[config.mk]
export PLATFORM = sky130hd
export DESIGN_NAME = adc_ctl_regs
export DESIGN_NICKNAME = d
export VERILOG_FILES = /design/src/rtl/adc_regs_pkg.sv /design/src/rtl/adc_bus_decode.sv /design/src/rtl/adc_conv_ctl.sv /design/src/rtl/adc_cal_ctl.sv /design/src/rtl/adc_ctl_regs.sv
export SDC_FILE = /design/constraint.sdc
export NUM_CORES = 1
export LEC_CHECK = 0
export ABC_AREA = 1
export BUFFER_PORTS_ARGS = -buffer_cell sky130_fd_sc_hd__buf_2
export CORE_ASPECT_RATIO = 0.8
export CORE_MARGIN = 10
export CORE_UTILIZATION = 30
export CTS_CLUSTER_SIZE = 25
export DETAILED_ROUTE_END_ITERATION = 8
export PLACE_DENSITY = 0.56
export SYNTH_ARGS = -nofsm -noshare
export SYNTH_HDL_FRONTEND = slang
export SYNTH_SLANG_ARGS = --single-unit
[constraint.sdc]
create_clock -name clk -period 2.6 [get_ports clk]
set_input_delay 0.13 -clock clk [delete_from_list [all_inputs] [get_ports clk]]
set_output_delay 0.13 -clock clk [all_outputs]
set_load 0.02 [all_outputs]
[src/rtl/adc_regs_pkg.sv]
package adc_regs_pkg;

  localparam logic [7:0] OFF_CHAN  = 8'h00;
  localparam logic [7:0] OFF_STAT  = 8'h08;
  localparam logic [7:0] OFF_RES   = 8'h0C;
  localparam logic [7:0] OFF_CFG   = 8'h14;
  localparam logic [7:0] OFF_GCTL  = 8'h18;
  localparam logic [7:0] OFF_GSTAT = 8'h1C;
  localparam logic [7:0] OFF_LIMIT = 8'h30;

  localparam int CHAN_W   = 5;
  localparam logic [CHAN_W-1:0] CHAN_IDLE = 5'h1F;
  localparam int BIT_IE   = 7;
  localparam int BIT_CAL  = 7;
  localparam int BIT_CONT = 6;
  localparam int BIT_AVG  = 5;
  localparam int BIT_CALF = 1;
  localparam int BIT_OVW  = 16;
  localparam int CFG_W    = BIT_OVW + 1;
  localparam int GCTL_W   = BIT_CAL;

  typedef enum logic [2:0] {
    SEL_NONE, SEL_CHAN, SEL_STAT, SEL_RES, SEL_CFG, SEL_GCTL, SEL_GSTAT
  } reg_sel_e;

  function automatic reg_sel_e offset_to_sel(input logic [7:0] off);
    case (off)
      OFF_CHAN:  return SEL_CHAN;
      OFF_STAT:  return SEL_STAT;
      OFF_RES:   return SEL_RES;
      OFF_CFG:   return SEL_CFG;
      OFF_GCTL:  return SEL_GCTL;
      OFF_GSTAT: return SEL_GSTAT;
      default:   return SEL_NONE;
    endcase
  endfunction

  function automatic logic chan_starts(input logic [CHAN_W-1:0] chan);
    return chan != CHAN_IDLE;
  endfunction

  function automatic logic may_replace(input logic flag_set, input logic ovw_en);
    return !flag_set || ovw_en;
  endfunction

endpackage

[src/rtl/adc_bus_decode.sv]
module adc_bus_decode
  import adc_regs_pkg::*;
#(
  parameter int ADDR_W = 8
) (
  input  logic [ADDR_W-1:0] bus_addr,
  output logic              addr_ok,
  output reg_sel_e          sel
);
  localparam logic [ADDR_W-1:0] LIMIT = ADDR_W'(OFF_LIMIT);

  always_comb begin
    addr_ok = (bus_addr[1:0] == 2'b00) && (bus_addr <= LIMIT);
    sel     = addr_ok ? offset_to_sel(bus_addr[7:0]) : SEL_NONE;
  end
endmodule

[src/rtl/adc_conv_ctl.sv]
module adc_conv_ctl
  import adc_regs_pkg::*;
#(
  parameter int RES_W = 12
) (
  input  logic              clk,
  input  logic              rst_n,
  input  logic              wr_chan,
  input  logic [7:0]        wdata_lo,
  input  logic              rd_result,
  input  logic              seq_done,
  input  logic [RES_W-1:0]  seq_result,
  input  logic              cal_finish,
  input  logic              ovw_en,
  output logic [CHAN_W-1:0] chan_q,
  output logic              ie_q,
  output logic              coco_q,
  output logic [RES_W-1:0]  result_q,
  output logic              seq_start,
  output logic              result_accept
);
  assign result_accept = seq_done && may_replace(coco_q, ovw_en);

  always_ff @(posedge clk or negedge rst_n) begin
    if (!rst_n) begin
      chan_q    <= CHAN_IDLE;
      ie_q      <= 1'b0;
      seq_start <= 1'b0;
    end else begin
      seq_start <= 1'b0;
      if (wr_chan) begin
        chan_q    <= wdata_lo[CHAN_W-1:0];
        ie_q      <= wdata_lo[BIT_IE];
        seq_start <= chan_starts(wdata_lo[CHAN_W-1:0]);
      end
    end
  end

  always_ff @(posedge clk or negedge rst_n) begin
    if (!rst_n) begin
      result_q <= '0;
      coco_q   <= 1'b0;
    end else begin
      if (result_accept) result_q <= seq_result;
      if (result_accept || cal_finish) coco_q <= 1'b1;
      else if (rd_result)              coco_q <= 1'b0;
    end
  end
endmodule

[src/rtl/adc_cal_ctl.sv]
module adc_cal_ctl (
  input  logic clk,
  input  logic rst_n,
  input  logic cal_req,
  input  logic cal_done,
  input  logic cal_fail,
  output logic cal_busy,
  output logic calf_q,
  output logic cal_start,
  output logic cal_finish
);
  assign cal_finish = cal_busy && cal_done;

  always_ff @(posedge clk or negedge rst_n) begin
    if (!rst_n) begin
      cal_busy  <= 1'b0;
      calf_q    <= 1'b0;
      cal_start <= 1'b0;
    end else begin
      cal_start <= 1'b0;
      if (cal_finish) begin
        cal_busy <= 1'b0;
        calf_q   <= cal_fail;
      end else if (cal_req && !cal_busy) begin
        cal_busy  <= 1'b1;
        cal_start <= 1'b1;
      end
    end
  end
endmodule

[src/rtl/adc_ctl_regs.sv]
module adc_ctl_regs
  import adc_regs_pkg::*;
#(
  parameter int ADDR_W = 8,
  parameter int DATA_W = 32,
  parameter int RES_W  = 12
) (
  input  logic              clk,
  input  logic              rst_n,
  input  logic              bus_valid,
  input  logic              bus_write,
  input  logic [ADDR_W-1:0] bus_addr,
  input  logic [DATA_W-1:0] bus_wdata,
  output logic [DATA_W-1:0] bus_rdata,
  output logic              seq_start,
  output logic [CHAN_W-1:0] seq_chan,
  output logic              seq_continuous,
  output logic              seq_average,
  input  logic              seq_done,
  input  logic [RES_W-1:0]  seq_result,
  output logic              cal_start,
  input  logic              cal_done,
  input  logic              cal_fail,
  output logic              irq
);
  logic              addr_ok;
  reg_sel_e          sel;
  logic              wr_hit, rd_hit;
  logic              wr_chan, wr_cfg, wr_gctl, rd_result;
  logic [CHAN_W-1:0] chan_q;
  logic              ie_q, coco_q, result_accept;
  logic [RES_W-1:0]  result_q;
  logic [CFG_W-1:0]  cfg_q;
  logic [GCTL_W-1:0] gctl_q;
  logic              cal_busy, calf_q, cal_finish, ovw_en;
  logic [DATA_W-1:0] rdata_d;

  adc_bus_decode #(.ADDR_W(ADDR_W)) dec_i (
    .bus_addr (bus_addr),
    .addr_ok  (addr_ok),
    .sel      (sel)
  );

  assign wr_hit    = bus_valid && bus_write;
  assign rd_hit    = bus_valid && !bus_write;
  assign wr_chan   = wr_hit && (sel == SEL_CHAN);
  assign wr_cfg    = wr_hit && (sel == SEL_CFG);
  assign wr_gctl   = wr_hit && (sel == SEL_GCTL);
  assign rd_result = rd_hit && (sel == SEL_RES);
  assign ovw_en    = cfg_q[BIT_OVW];

  adc_conv_ctl #(.RES_W(RES_W)) conv_i (
    .clk           (clk),
    .rst_n         (rst_n),
    .wr_chan       (wr_chan),
    .wdata_lo      (bus_wdata[7:0]),
    .rd_result     (rd_result),
    .seq_done      (seq_done),
    .seq_result    (seq_result),
    .cal_finish    (cal_finish),
    .ovw_en        (ovw_en),
    .chan_q        (chan_q),
    .ie_q          (ie_q),
    .coco_q        (coco_q),
    .result_q      (result_q),
    .seq_start     (seq_start),
    .result_accept (result_accept)
  );

  adc_cal_ctl cal_i (
    .clk        (clk),
    .rst_n      (rst_n),
    .cal_req    (wr_gctl && bus_wdata[BIT_CAL]),
    .cal_done   (cal_done),
    .cal_fail   (cal_fail),
    .cal_busy   (cal_busy),
    .calf_q     (calf_q),
    .cal_start  (cal_start),
    .cal_finish (cal_finish)
  );

  always_ff @(posedge clk or negedge rst_n) begin
    if (!rst_n) begin
      cfg_q  <= '0;
      gctl_q <= '0;
    end else begin
      if (wr_cfg)  cfg_q  <= bus_wdata[CFG_W-1:0];
      if (wr_gctl) gctl_q <= bus_wdata[GCTL_W-1:0];
    end
  end

  always_comb begin
    rdata_d = '0;
    case (sel)
      SEL_CHAN: begin
        rdata_d[CHAN_W-1:0] = chan_q;
        rdata_d[BIT_IE]     = ie_q;
      end
      SEL_STAT:  rdata_d[0] = coco_q;
      SEL_RES:   rdata_d[RES_W-1:0] = result_q;
      SEL_CFG:   rdata_d[CFG_W-1:0] = cfg_q;
      SEL_GCTL: begin
        rdata_d[GCTL_W-1:0] = gctl_q;
        rdata_d[BIT_CAL]    = cal_busy;
      end
      SEL_GSTAT: rdata_d[BIT_CALF] = calf_q;
      default:   rdata_d = '0;
    endcase
  end

  always_ff @(posedge clk or negedge rst_n) begin
    if (!rst_n)      bus_rdata <= '0;
    else if (rd_hit) bus_rdata <= rdata_d;
    else             bus_rdata <= '0;
  end

  assign seq_chan       = chan_q;
  assign seq_continuous = gctl_q[BIT_CONT];
  assign seq_average    = gctl_q[BIT_AVG];
  assign irq            = coco_q && ie_q;
endmodule

---- After elaboration in Yosys (flattened, before gate mapping) ----
Index checks and enable logic that the tools add are counted.
operators by class
  $lt $le $gt $ge ......................... 1
  eq/ne operators ......................... 12
  multiplexer cells ....................... 17
  reduce and logical (&&, ||, !) cells .... 21
operators by type and width
  kind                                                 number
  == test 8 x 5 -> 1 bit, second input constant        3
  case mux 3 bit (6 select lines)                      1
  2-to-1 mux 17 bit                                    1
  == test 8 x 4 -> 1 bit, second input constant        2
  logical AND 1 bit                                    12
  case mux 3 bit (4 select lines)                      1
  case mux 1 bit (5 select lines)                      2
  == test 3 bit, second input constant                 3
  <= comparator 8 x 6 -> 1 bit, second input constant  1
  zero test 8 bit                                      1
  case mux 4 bit (2 select lines)                      1
  2-to-1 mux 1 bit                                     7
  == test 3 x 2 -> 1 bit, second input constant        2
  case mux 2 bit (3 select lines)                      1
  2-to-1 mux 5 bit                                     1
  != test 5 bit, second input constant                 1
  case mux 1 bit (4 select lines)                      1
  nonzero test 2 bit                                   2
  == test 3 x 1 -> 1 bit, second input constant        1
  zero test 1 bit                                      3
  2-to-1 mux 3 bit                                     1
  zero test 2 bit                                      1
  logical OR 1 bit                                     2
word-level totals
  register bits after elaboration ......... 79
  logic and storage cells ................. 62

---- Longest topological paths before layout ----
  depth after elaboration ................. 9
  gate-level depth with buffers ........... 10
  depth with buffers taken out ............ 10

---- Modules after synthesis ----
Synthesis repeated with hierarchy kept, for this count alone.
second synthesis, totals
  cells, all modules ...................... 384
  area, all modules ....................... 3131.8 um2
by module, submodules not included
  module          instances  cells each  area each (um2)  seq. area each (um2)
  adc_ctl_regs    1          249         2048.2           1026.0
  adc_conv_ctl    1          89          803.3            506.7
  adc_bus_decode  1          32          162.7            0.0
  adc_cal_ctl     1          14          117.6            75.1

---- Worst setup path after synthesis ----
Ideal clock, no wire load.
  path type ............................... input to register
  start ................................... input bus_addr[7]
  end ..................................... register gctl_q[5]
  setup time .............................. 0.118 ns
  arrival time ............................ 0.959 ns
  required time ........................... 2.482 ns
  path slack .............................. 1.523 ns
  stages on the path ...................... 9
  cell sequence ........................... inv_1 nand2_1 nor2_8 nand2_1 nor2_2 inv_2 buf_6 nand2_1 o21ai_2
between the ends
  cells in the longest elaborated chain, start to end .. 5
RTL lines
  element                                                               RTL line                                  text
  start, declared                                                       adc_ctl_regs.sv:12                        input logic [ADDR_W-1:0] bus_addr,
  <= comparator 8 x 6 -> 1 bit, or another cell as far along            adc_bus_decode.sv:13                      addr_ok = (bus_addr[1:0] == 2'b00) && (bus_addr <= LIMIT);
  logical AND 1 bit or case mux 3 bit (6 select lines) (tied branches)  adc_bus_decode.sv:13, adc_regs_pkg.sv:27
  2-to-1 mux 3 bit *                                                    adc_bus_decode.sv:14                      sel = addr_ok ? offset_to_sel(bus_addr[7:0]) : SEL_NONE;
  == test 3 bit *                                                       adc_ctl_regs.sv:48                        assign wr_gctl = wr_hit && (sel == SEL_GCTL);
  logical AND 1 bit *                                                   adc_ctl_regs.sv:48
  end signal, assigned                                                  adc_ctl_regs.sv:88                        if (wr_gctl) gctl_q <= bus_wdata[GCTL_W-1:0];
  end, declared                                                         adc_ctl_regs.sv:34                        logic [GCTL_W-1:0] gctl_q;
Mark *: on every way between the ends. The rest lies on a longest branch, timed or not.
A chain may end at the register's enable or synchronous reset.

---- Final worst setup path ----
  start ................................... register cfg_q[16]
  end ..................................... register conv_i.result_q[1]
between the ends
  cells in the longest elaborated chain, start to end .. 2
RTL lines
  element                 RTL line            text
  start, declared         adc_ctl_regs.sv:33  logic [CFG_W-1:0] cfg_q;
  start signal, assigned  adc_ctl_regs.sv:87  if (wr_cfg) cfg_q <= bus_wdata[CFG_W-1:0];
  logical OR 1 bit        adc_regs_pkg.sv:43  return !flag_set || ovw_en;
  logical AND 1 bit       adc_conv_ctl.sv:22  assign result_accept = seq_done && may_replace(coco_q, ovw_en);
  end signal, assigned    adc_conv_ctl.sv:44  if (result_accept) result_q <= seq_result;
  end, declared           adc_conv_ctl.sv:18  output logic [RES_W-1:0] result_q,
No other way between the ends.

==> results.cfg <==
[die]
coreArea_um2 = 9730
dieArea_um2 = 14500
die_w_um = 132
row_count = 32
chipHeight_um = 110
pin_count = 101
initial_core_util_pct = 31.0

[sta]
finalSetupViolations = 0
timing.final.crit_period_ns = 1.45
fin_worst_skew_ns = 0.00495
slew_viol_final = 0
max_freq_mhz = 690
hold_violations = 0
fin_crit_sh_pct = 55.7
tns_ns = 0
rsz0062_at_grt = false

[power_and_ir_drop]
p_per_area_nw_per_um2 = 649
sequentialPowerShare_pct = 43.4
p_clk_share_pct = 49.2
max-vdd-ir-drop_uv = 309
p_int_mw = 1.88
p_comb_share_pct = 7.4
switching_share_pct = 22.6
netSwitchingPower_mw = 0.550
p_leak_nw = 2.08

[critical_path]
cp-end-kind = register
rr_worst_depth = 6
cp_slowest_stage_delay_ns = 0.35
worst_ep_arrival_time_ns = 1.66
critPathMaxFanout = 14
path_buf_inv = 2
cp.required_ns = 2.82
cp_slowest_cell = dfrtp_1
cp-start-kind = register
path_common_cell = nand2_1
cp_top_family = simple AND/OR/NAND/NOR gates
cp_num_cells = 6
crit_chain = inv_1, nand2_1, nand2_1, inv_1, nand2_1, nand2_1
crit_type = register to register

[drt]
vias = 2438
post-route-drc-count = 0
drt-wirelength-per-cell_um = 13.5
wl_mm = 7.83
drt_first_pass_iters = 4
vias_per_cell = 4.22
drtAntennaViolNets = 0
drtIter0Drc = 115

[clock_tree]
cts_tree = built
root_buffer = clkbuf_16
clock_path_buffers = 2
insertion_delay_ns = 0.33
cts_sinks = 64
clk_pin_slew_ns = 0.05
cts_buffers = 9
ctsHtreeMaxLevel = 3
cts_resized = 0

[layout]
instances_no_fill = 578
area_growth_syn_to_layout_pct = 24.5
stdcell_area_um2 = 3750
drive_gt1_share_pct = 26.5
final_core_util_pct = 38.6
antenna_cells = 0
final_common_cell = nand2_1
final_cell_mix = nand2_1 (145), buf_2 (70), dfrtp_1 (59)
nets = 496

[placed_design]
post-dp-hpwl_mm = 5.94
dp.cells = 557
place_congestion = 0.793
port-buffer-count = 70
dpl-instance-area_um2 = 3400

[logic_synthesis]
yosysSeqAreaShare_pct = 53.3
syn_area_um2 = 3020
syn-instance-count = 358
postSynthAreaPerCell_um2 = 8.42
synth_warnings = 0
synth_cell_types = 30
ys_ff_latch = 64

[worst_hold_path]
hold_class = input pin to register
hold_path_depth = 3

[global_route]
grt_max_degree = 27
grtUsageTotal_pct = 11.1
antenna_found_initial = 0
grt_pass1_wl_mm = 12.8
grt_pass1_vias = 2531
overflow = 0

[job]
max_cap_violations = 0

[outcome]
outcome = finished clean
-- metal layers --
| metal | wire [µm] | track usage (%) |
|---|---|---|
| met1 | 3620 | 13.8 |
| met2 | 3490 | 17.1 |
| met3 | 594 | 4.79 |
| met4 | 123 | 3.65 |
| met5 | 0 | 0 |
-- power groups by stage --
stage          clock (mW)  combinational, mW  sequential (mW)
2_1_floorplan           0              0.108             1.07
3_3_place_gp            0              0.173             1.07
3_5_place_dp            0              0.176             1.07
4_1_cts              1.22              0.183             1.06
5_1_grt              1.26              0.206             1.06
6_report             1.20              0.180             1.06
-- layout make-up --
type                    instances  area [µm²]
fillers                      1017        5970
well taps                     136         170
clock inverters                 3        40.0
clock buffers                  13         260
repair buffers                 78         423
flip-flops and latches         64        1610
multi-input cells             249        1120
inverters                      35         134
-- worst register-to-register path, stage by stage, from the launching register on --
cell and delay [ns]:
dfrtp_1 0.35, inv_1 0.09, nand2_1 0.05, nand2_1 0.34, inv_1 0.27, nand2_1 0.16
nand2_1 0.07
-- stage by stage --
| step | hold slack, ns | setup WS, ns | total power [mW] |
|---|---|---|---|
| 2_1_floorplan | -0.166 | 1.52 | 1.18 |
| 3_3_place_gp | 0.0873 | 1.10 | 1.24 |
| 3_5_place_dp | 0.0931 | 1.08 | 1.25 |
| 4_1_cts | 0.00787 | 1.12 | 2.46 |
| 5_1_grt | 0.0155 | 0.977 | 2.53 |
| 6_report | 0.00585 | 1.15 | 2.44 |
-- registers in the layout, summed over array words and instances, names as in the netlist --
name,cells
bus_rdata,17
cal_i.cal_busy,1
cal_i.cal_start,1
cal_i.calf_q,1
cfg_q,17
conv_i.chan_q,5
conv_i.coco_q,1
conv_i.ie_q,1
conv_i.result_q,12
conv_i.seq_start,1
gctl_q,7
-- worst paths after layout --
kind                                                 start                             end  slack, ns
worst max register to register       cfg_q[16]$_DFFE_PN0P_  conv_i.result_q[1]$_DFFE_PN0P_       1.15
worst min-delay path                         seq_result[8]  conv_i.result_q[8]$_DFFE_PN0P_      0.006
min in group asynchronous                            rst_n      conv_i.seq_start$_DFF_PN0_       0.29
worst min register to register  cal_i.cal_busy$_DFFE_PN0P_       cal_i.cal_start$_DFF_PN0_       0.45
max in group asynchronous                            rst_n    conv_i.chan_q[3]$_DFFE_PN1P_       1.61
worst max-delay path                 cfg_q[16]$_DFFE_PN0P_  conv_i.result_q[1]$_DFFE_PN0P_       1.15
-- kinds of logic (layout without fill, tap and decap cells) --
kind of cell | Yosys count | in the layout | synth area share [%]
flip-flops | 64 | 64 | 53.3
other | 1 | 15 | 0.124
AO/OA/AOI/OAI | 34 | 34 | 6.76
AND/OR/NAND/NOR | 200 | 200 | 28.5
buffers and inverters | 59 | 129 | 11.3
-- cell usage after synthesis, drive strengths merged --
| master | instances | area, µm² |
|---|---|---|
| a21oi | 7 | 35.0 |
| a31oi | 3 | 18.8 |
| buf | 23 | 203 |
| clkbuf | 1 | 3.75 |
| clkinv | 2 | 7.51 |
| conb | 1 | 3.75 |
| dfrtp | 59 | 1480 |
| dfstp | 5 | 131 |
| inv | 33 | 126 |
| nand2 | 153 | 604 |
| nand3 | 17 | 85.1 |
| nand3b | 1 | 7.51 |
| nand4 | 1 | 6.26 |
| nor2 | 26 | 146 |
| nor3 | 2 | 10.0 |
| o2111ai | 1 | 8.76 |
| o21ai | 23 | 141 |
-- what timing repair did --
| action | CTS | global route |
|---|---|---|
| endpoints found under the hold margin | 18 | 0 |
| setup endpoints to repair | 0 | 0 |
| hold buffers | 5 | 0 |
| setup buffers | 0 | 0 |
Note: power is estimated with default switching activity, not from simulation.
